[config.mk]
export PLATFORM = sky130hd
export DESIGN_NAME = spi_cmd_queue
export DESIGN_NICKNAME = d
export VERILOG_FILES = /design/src/rtl/spi_cmd_queue.sv
export SDC_FILE = /design/constraint.sdc
export NUM_CORES = 1
export LEC_CHECK = 0
export BUFFER_PORTS_ARGS = -buffer_cell sky130_fd_sc_hd__buf_2
export CORE_MARGIN = 4
export CORE_UTILIZATION = 43
export DETAILED_ROUTE_END_ITERATION = 8
export HOLD_SLACK_MARGIN = 0.08
export PLACE_DENSITY = 0.67
export SYNTH_ARGS = -nofsm -noshare
export SYNTH_HDL_FRONTEND = slang
export SYNTH_SLANG_ARGS = --single-unit
[constraint.sdc]
create_clock -name clk -period 5.3 [get_ports clk]
set_clock_uncertainty 0.2 [all_clocks]
set_input_delay 1.06 -clock clk [delete_from_list [all_inputs] [get_ports clk]]
set_output_delay 1.06 -clock clk [all_outputs]
set_load 0.02 [all_outputs]
[src/rtl/spi_cmd_queue.sv]
module spi_cmd_queue #(
  parameter int DEPTH = 16,
  parameter int DIV_W = 8,
  parameter int DLY_W = 8
) (
  input  logic        clk,
  input  logic        rst_n,
  input  logic        wr_en,
  input  logic [2:0]  wr_sel,
  input  logic [3:0]  wr_addr,
  input  logic [15:0] wr_data,
  input  logic        start,
  input  logic [3:0]  start_idx,
  input  logic [3:0]  end_idx,
  output logic        done,
  input  logic [3:0]  rd_addr,
  output logic [15:0] rd_data,
  output logic        sck,
  output logic        mosi,
  input  logic        miso,
  output logic [3:0]  cs
);
  localparam int AW = $clog2(DEPTH);

  typedef enum logic [2:0] {S_IDLE, S_LEAD, S_SHIFT, S_TRAIL, S_GAP} st_t;

  logic [7:0]       cmd_ram [DEPTH];
  logic [15:0]      tx_ram  [DEPTH];
  logic [15:0]      rx_ram  [DEPTH];
  logic [3:0]       bit_cfg;
  logic [DIV_W-1:0] div_cfg, div_cnt;
  logic [DLY_W-1:0] lead_cfg, trail_cfg, dcnt;
  logic             cs_idle, cs_on, sck_r, done_r;
  st_t              st;
  logic [AW-1:0]    idx, last_idx, ld_idx;
  logic [7:0]       cmd_r, ld_cmd;
  logic [15:0]      tx_sh, rx_sh;
  logic [4:0]       bits, ld_n;
  logic             tick, go, fin, is_last, do_load;

  assign tick    = (st != S_IDLE) && (div_cnt == div_cfg);
  assign go      = (st == S_IDLE) && start;
  assign is_last = (idx == last_idx);
  assign fin     = (tick && st == S_SHIFT && sck_r && bits == 5'd1 && !cmd_r[5]) ||
                   (tick && st == S_TRAIL && dcnt == '0);
  assign ld_idx  = go ? start_idx[AW-1:0] : idx + 1'b1;
  assign ld_cmd  = cmd_ram[ld_idx];
  assign ld_n    = ld_cmd[6] ? (bit_cfg[3] ? {1'b0, bit_cfg} : 5'd16) : 5'd8;
  assign do_load = go || (tick && st == S_GAP) || (fin && !is_last && cmd_r[7]);

  assign sck     = sck_r;
  assign mosi    = tx_sh[15];
  assign cs      = cs_on ? cmd_r[3:0] : {4{cs_idle}};
  assign done    = done_r;
  assign rd_data = rx_ram[rd_addr[AW-1:0]];

  always_ff @(posedge clk) begin
    if (wr_en && wr_sel == 3'd0) cmd_ram[wr_addr[AW-1:0]] <= wr_data[7:0];
    if (wr_en && wr_sel == 3'd1) tx_ram[wr_addr[AW-1:0]]  <= wr_data;
    if (fin) rx_ram[idx] <= rx_sh;
  end

  always_ff @(posedge clk or negedge rst_n) begin
    if (!rst_n) begin
      bit_cfg <= '0; div_cfg <= '0; lead_cfg <= '0; trail_cfg <= '0; cs_idle <= 1'b1;
      div_cnt <= '0; dcnt <= '0; st <= S_IDLE; idx <= '0; last_idx <= '0;
      cmd_r <= '0; tx_sh <= '0; rx_sh <= '0; bits <= '0;
      cs_on <= 1'b0; sck_r <= 1'b0; done_r <= 1'b0;
    end else begin
      if (wr_en) begin
        case (wr_sel)
          3'd2: bit_cfg   <= wr_data[3:0];
          3'd3: div_cfg   <= wr_data[DIV_W-1:0];
          3'd4: lead_cfg  <= wr_data[DLY_W-1:0];
          3'd5: trail_cfg <= wr_data[DLY_W-1:0];
          3'd6: cs_idle   <= wr_data[0];
          default: ;
        endcase
      end
      div_cnt <= (st == S_IDLE || tick) ? '0 : div_cnt + 1'b1;
      done_r  <= fin && is_last;
      if (do_load) begin
        if (go) last_idx <= end_idx[AW-1:0];
        idx   <= ld_idx;
        cmd_r <= ld_cmd;
        cs_on <= 1'b1;
        tx_sh <= tx_ram[ld_idx] << (5'd16 - ld_n);
        bits  <= ld_n;
        rx_sh <= '0;
        sck_r <= 1'b0;
        dcnt  <= ld_cmd[4] ? lead_cfg : '0;
        st    <= S_LEAD;
      end else if (fin) begin
        cs_on <= 1'b0;
        sck_r <= 1'b0;
        st    <= is_last ? S_IDLE : S_GAP;
      end else if (tick) begin
        case (st)
          S_LEAD:
            if (dcnt == '0) begin
              st    <= S_SHIFT;
              sck_r <= 1'b1;
              rx_sh <= {rx_sh[14:0], miso};
            end else dcnt <= dcnt - 1'b1;
          S_SHIFT:
            if (!sck_r) begin
              sck_r <= 1'b1;
              rx_sh <= {rx_sh[14:0], miso};
            end else begin
              sck_r <= 1'b0;
              if (bits == 5'd1) begin
                st   <= S_TRAIL;
                dcnt <= trail_cfg;
              end else begin
                bits  <= bits - 5'd1;
                tx_sh <= tx_sh << 1;
              end
            end
          S_TRAIL: dcnt <= dcnt - 1'b1;
          default: ;
        endcase
      end
    end
  end

  a_r4_sck_only_in_shift: assert property (@(posedge clk) disable iff (!rst_n)
    (st != S_SHIFT) |-> !sck);
  a_r4_mosi_steady_high: assert property (@(posedge clk) disable iff (!rst_n)
    sck |-> $stable(mosi));
  a_r2_cs_steady_shift: assert property (@(posedge clk) disable iff (!rst_n)
    (st == S_SHIFT && $past(st == S_SHIFT)) |-> $stable(cs));
  a_r8_done_single: assert property (@(posedge clk) disable iff (!rst_n)
    done |=> !done);
  a_r8_idle_at_done: assert property (@(posedge clk) disable iff (!rst_n)
    done |-> (cs == {4{cs_idle}} && st == S_IDLE));
  a_r10_start_ignored: assert property (@(posedge clk) disable iff (!rst_n)
    (start && st != S_IDLE && !fin) |=> (st != S_IDLE && $stable(last_idx)));
endmodule

# After elaboration in Yosys (flattened, before gate mapping)
# Memories as Yosys holds them, arrays and structs flattened.
# Cells that the tools add are included.
dict set report word_totals {
  reg_bits 104
  mem_bits_rw 640
  input_bits 40
  out_inout_bits 23
  wordCells 145
  memories 3
}
# name depth width rd rd_clocked_by_memory_dff wr line
set memory_table {}
lappend memory_table {rx_ram 16 16 1 0 1 29} ;# logic [15:0] rx_ram [DEPTH];
lappend memory_table {tx_ram 16 16 1 0 1 28} ;# logic [15:0] tx_ram [DEPTH];
lappend memory_table {cmd_ram 16 8 1 0 1 27} ;# logic [7:0] cmd_ram [DEPTH];
dict set report op_classes {
  add_sub_neg 5
  eq_ne 23
  n_shift 1
  mux 53
  n_reduce_logical 43
}
# operator n
set op_table {}
lappend op_table {{$mux W16} 11}
lappend op_table {{$mux W8} 8}
lappend op_table {{$mux W5} 8}
lappend op_table {{$pmux W16 S2} 1}
lappend op_table {{$pmux W8 S3} 1}
lappend op_table {{$mux W3} 7}
lappend op_table {{$shl A16 B5 Y16} 1}
lappend op_table {{$reduce_and A5 Y1} 3}
lappend op_table {{$logic_and A1 B1 Y1} 14}
lappend op_table {{$mux W1} 13}
lappend op_table {{$eq A3 B2 Y1 const B} 4}
lappend op_table {{$eq A3 B3 Y1 const B} 4}
lappend op_table {{$ne A3 B3 Y1 const B} 4}
lappend op_table {{$reduce_and A2 Y1} 6}
lappend op_table {{$reduce_bool A3 Y1} 3}
lappend op_table {{$add A8 B1 Y8 const B} 1}
lappend op_table {{$eq A8 B8 Y1} 1}
lappend op_table {{$logic_not A8 Y1} 1}
lappend op_table {{$mux W4} 2}
lappend op_table {{$ne A4 B4 Y1 const B} 2}
lappend op_table {{$reduce_bool A2 Y1} 4}
lappend op_table {{$reduce_bool A4 Y1} 2}
lappend op_table {{$sub A8 B1 Y8 const B} 1}
lappend op_table {{$eq A3 B1 Y1 const B} 2}
lappend op_table {{16 further kinds} 21}

# Longest topological paths before layout
dict set report logic_depth {
  word_depth 12
  depth_mapped 19
  ltp_nobuf 14
}

# Worst setup path after synthesis
# No wires, ideal clock.
dict set report synth_timing {
  path_kind {input port to flip-flop}
  start {input port start}
  end {register tx_sh[12]}
  setup_time_ns 0.139
  arrival_time_ns 4.818
  required_ns 4.961
  setup_slack_ns 0.143
  stages 17
  path_buffers 5
  path_cell_list {nor4b_4 > mux2_1 > buf_6 > mux2i_1 > a2111oi_1 > o41a_1 > buf_4 > buf_6 > buf_8 > inv_1 > ha_1 > buf_1 > inv_1 > mux4_2 > mux2i_1 > nand2b_1 > a41oi_1}
}
dict set report synth_via {
  elab_chain_cells 7
  word_cells_on_any_way 16
  classes_between {add/sub: 1; eq/ne: 2; shift: 1; mux: 3; reduce/logical: 7; memory: 2}
}
# element line
set synth_lines {}
lappend synth_lines {{start: declaration} 12} ;# input logic start,
lappend synth_lines {{$logic_and A1 B1 Y1 (*)} 42} ;# assign go = (st == S_IDLE) && start;
lappend synth_lines {{$mux W4} 46} ;# assign ld_idx = go ? start_idx[AW-1:0] : idx + 1'b1;
lappend synth_lines {{$mem_v2 Z16 W8} -}
lappend synth_lines {{$mux W5} 48} ;# assign ld_n = ld_cmd[6] ? (bit_cfg[3] ? {1'b0, bit_cfg} : 5'd16) : 5'd8;
lappend synth_lines {{$sub A5 B5 Y5} 87} ;# tx_sh <= tx_ram[ld_idx] << (5'd16 - ld_n);
lappend synth_lines {{$shl A16 B5 Y16} 87}
lappend synth_lines {{$mux W16} 82} ;# if (do_load) begin
lappend synth_lines {{end signal: assignment} 87}
lappend synth_lines {{end signal: assignment} 116} ;# tx_sh <= tx_sh << 1;
lappend synth_lines {{end: declaration} 37} ;# logic [15:0] tx_sh, rx_sh;
# Mark *: on every way between the ends. The rest lies on a longest branch, timed or not.
# A chain may end at the register's enable or synchronous reset.

# Worst setup path after layout
dict set report layout_timing {
  start {register idx[0]}
  end {register tx_sh[12]}
}
dict set report layout_via {
  elab_chain_cells 7
  word_cells_on_any_way 19
  classes_between {add/sub: 2; eq/ne: 3; shift: 1; mux: 3; reduce/logical: 8; memory: 2}
}
# element line
set layout_lines {}
lappend layout_lines {{start: declaration} 35} ;# logic [AW-1:0] idx, last_idx, ld_idx;
lappend layout_lines {{start signal: assignment} 84} ;# idx <= ld_idx;
lappend layout_lines {{$add A4 B1 Y4 / $eq A4 B4 Y1 (equally long branches)} {46, 43}}
lappend layout_lines {{$mux W4 / $logic_not A1 Y1 (equally long branches)} {46, 49}}
lappend layout_lines {{$mem_v2 Z16 W8 / $logic_and A1 B1 Y1 (equally long branches)} -}
lappend layout_lines {{$mux W5 / $logic_and A1 B1 Y1 (equally long branches)} {48, 49}}
lappend layout_lines {{$sub A5 B5 Y5 / $logic_or A1 B1 Y1 (equally long branches)} {87, 49}}
lappend layout_lines {{$shl A16 B5 Y16, or another cell as far along} 87}
lappend layout_lines {{$mux W16 / $reduce_and A5 Y1 (equally long branches)} -}
# Parallel ways exist; a longest one is shown, timed or not.

==> metrics.cfg <==
[status]
status=finished clean

[detailed_routing]
vias_per_cell=5.65
drt-total-wl_um=69400
drt_iter0_markers=2035
wire_per_inst_um=22.4
via_count=17500
antenna_left=0
dr.pass1.iters=6
drc=0

[critical_path]
reg2reg_slack_ns=0.63
arrival_ns=4.95
timing.critical_path.to=tx_sh[12]
startpoint=idx[0]
crit_chain=inv_1 > ha_1 > mux2_4 > a2111oi_1 > o41a_1 > inv_1 > ha_1 > inv_1 > mux4_2 > mux2i_1 > nand2b_1 > a41oi_1
path_buf_inv=3
max_stage_delay_ns=0.61
worstSetupPathType=reg2reg
worstSetupEndpointType=flip-flop
cp_max_fo=13
worstPathRequired_ns=5.58
cp_slowest_cell=dfrtp_1
cp_top_family=multiplexers
r2r_cells=12
reg2reg_from=idx[0]
worst-path-stages=12
r2r_end=tx_sh[12]
critical_path.startpoint_type=flip-flop
crit_top_cell=inv_1

[layout]
final_common_cell=edfxtp_1
drive_gt1_frac=0.185
fill_cells=5884
fin_nets=2147
layout_common_cells=640 x edfxtp_1, 347 x nand2_1, 150 x nand3_1, 101 x dfrtp_1, 96 x mux4_2
diodes=0
final_util=0.493
area_delta_synth_final_pct=13.4

[synth]
synth_top_area_cell=edfxtp_1
synth_cell_types=67
synth-warning-count=0
synth-main-ff-cell=edfxtp_1
synth.avg_cell_area_um2=15.2
ys_seq_area_frac=0.714
synthCells=2008
ys_ff_latch=742
synth_nets=2057
synth-edff-count=640
synthTopCellsByArea=edfxtp_1 63%, dfrtp_1 8.3%, mux4_2 7.1%
async_flop_share=0.137
synthesis.area_mm2=0.0305
synth_top_area_frac=0.631

[clock_tree]
post_cts_buffers=0
cts_resized=0
clock_latency_ns=0.61
cts.clk_slew.worst_paths_ns=0.06
h-tree-depth=3
root_buffer=clkbuf_16
ctsHoldBuffers=0
cts_tree=done
numCtsBuffers=77
cts_max_path_buffers=3
cts.sinks=742

[hold_path]
min_path_type=reg2reg

[die]
core-area_mm2=0.0701
die_height_um=274
fp-row-count=97
dieArea_mm2=0.0752
ios=63
dieWidth_um=274
start_util=0.434

[timing]
post-route-period-util=0.882
maxSlewViolCount=0
hold_viol=0
finalSetupViolCount=0
max_slew_margin=0.193
final.setup.tns_ns=0
layout_min_cycle_time_ns=4.67
max_freq_mhz=214
rsz0062_at_grt=no
worst_slew_pin_slew_ns=1.21

[place]
port_buffers=62
dp_hpwl_um=40000
place_congestion=0.862

[pwr]
p_per_area_mw_per_mm2=540
p_leak_nw=11.9
ir_worst_vdd_uv=863
seq_power_share=0.399
internal-power_w=0.0121
p_sw_frac=0.349
p_sw_w=0.00651
clockPowerShare=0.278
pwr-share-comb=0.323

[grt]
grt_pass1_wl_um=107000
grt_max_degree=132
overflow=0
grtUsageTotal=0.186
antenna_found_initial=0
grt_pass1_vias=17700

[flow_run]
cap_violations=0

[worst min-delay path by stage]
stage	from	to	slack, ns	cells after the start
floorplan	cmd_r[2]	cmd_r[2]	0.25	1
global placement	tx_sh[4]	tx_sh[4]	0.28	1
detailed placement	cmd_r[0]	cmd_r[0]	0.28	1
CTS	cmd_r[0]	cmd_r[0]	0.29	1
global route	trail_cfg[4]	trail_cfg[4]	0.32	1
finish	cmd_r[0]	cmd_r[0]	0.29	1
[cell families after synthesis]
group | Yosys count | share of synthesized area
AO/OA/AOI/OAI | 174 | 0.0396
XOR/XNOR | 28 | 0.00866
buffers and inverters | 129 | 0.0184
multiplexers | 216 | 0.112
AND/OR/NAND/NOR | 710 | 0.103
adder cells (fa/ha/maj) | 9 | 0.00370
flip-flops | 742 | 0.714
[power groups by stage]
stage	clock (W)	combinational, W	sequential [W]
finish	0.00518	0.00603	0.00745
global route	0.00554	0.00662	0.00752
detailed placement	0	0.00601	0.00757
global placement	0	0.00592	0.00752
floorplan	0	0.00425	0.00736
CTS	0.00527	0.00604	0.00745
[flip-flops by register name, indices dropped and copies added, names as in the netlist, 3 cells and up]
signal	flops
tx_sh	16
div_cfg	8
lead_cfg	8
rx_ram	256
last_idx	4
cmd_r	6
bits	5
st	3
div_cnt	8
rx_sh	16
dcnt	8
tx_ram	256
bit_cfg	4
trail_cfg	8
idx	4
cmd_ram	128
[metal layers]
| layer | up-vias | part of all wire | GRT usage | wire, um |
|---|---|---|---|---|
| li1 | 7807 | - | - | - |
| met1 | 8897 | 0.43 | 0.266 | 30000 |
| met2 | 698 | 0.48 | 0.298 | 33100 |
| met3 | 100 | 0.068 | 0.0305 | 4700 |
| met4 | 0 | 0.023 | 0.0519 | 1610 |
| met5 | - | 0 | 0 | 0 |
[through the flow]
step	total power, W	cell area [um^2]	std cells	setup slack, ns	hold slack [ns]
final	0.0187	34600	3097	0.628	0.287
after global routing	0.0197	34600	3097	0.295	0.317
after CTS	0.0188	34600	3097	0.728	0.290
after detailed placement	0.0136	32100	2959	0.227	0.278
after global placement	0.0134	32100	2959	0.298	0.275
after floorplan	0.0116	30500	2008	0.143	0.250
[synthesized netlist by cell type (all sizes together) (3+ instances only)]
library cell,count
xor2,8
o21a,3
nand4,7
dfrtp,101
nand3,150
nor2b,4
nor4b,4
mux2i,86
o21ai,35
a21oi,33
a311oi,26
nand2,347
mux2,34
a211oi,16
a21o,8
clkbuf,68
inv,16
nand4b,3
nor3b,3
ha,9
edfxtp,640
nor3,17
or3,5
mux4,96
nand2b,18
a2111oi,5
buf,45
and3,20
nor2,116
a32oi,11
a41oi,4
a31oi,13
or2,4
o211ai,6
xnor2,20
nor4,5
[cell type report]
| cell class | count | area, um^2 | area share |
|---|---|---|---|
| clock buffers | 95 | 2030 | 0.0586 |
| clock inverters | 43 | 387 | 0.0112 |
| inverters | 16 | 60.1 | 0.00174 |
| multi-input cells | 1137 | 8260 | 0.239 |
| flip-flops and latches | 742 | 21800 | 0.630 |
| well taps | 940 | 1180 | 0.0340 |
| repair buffers | 124 | 881 | 0.0255 |
Power figures use the tool's default switching activity.
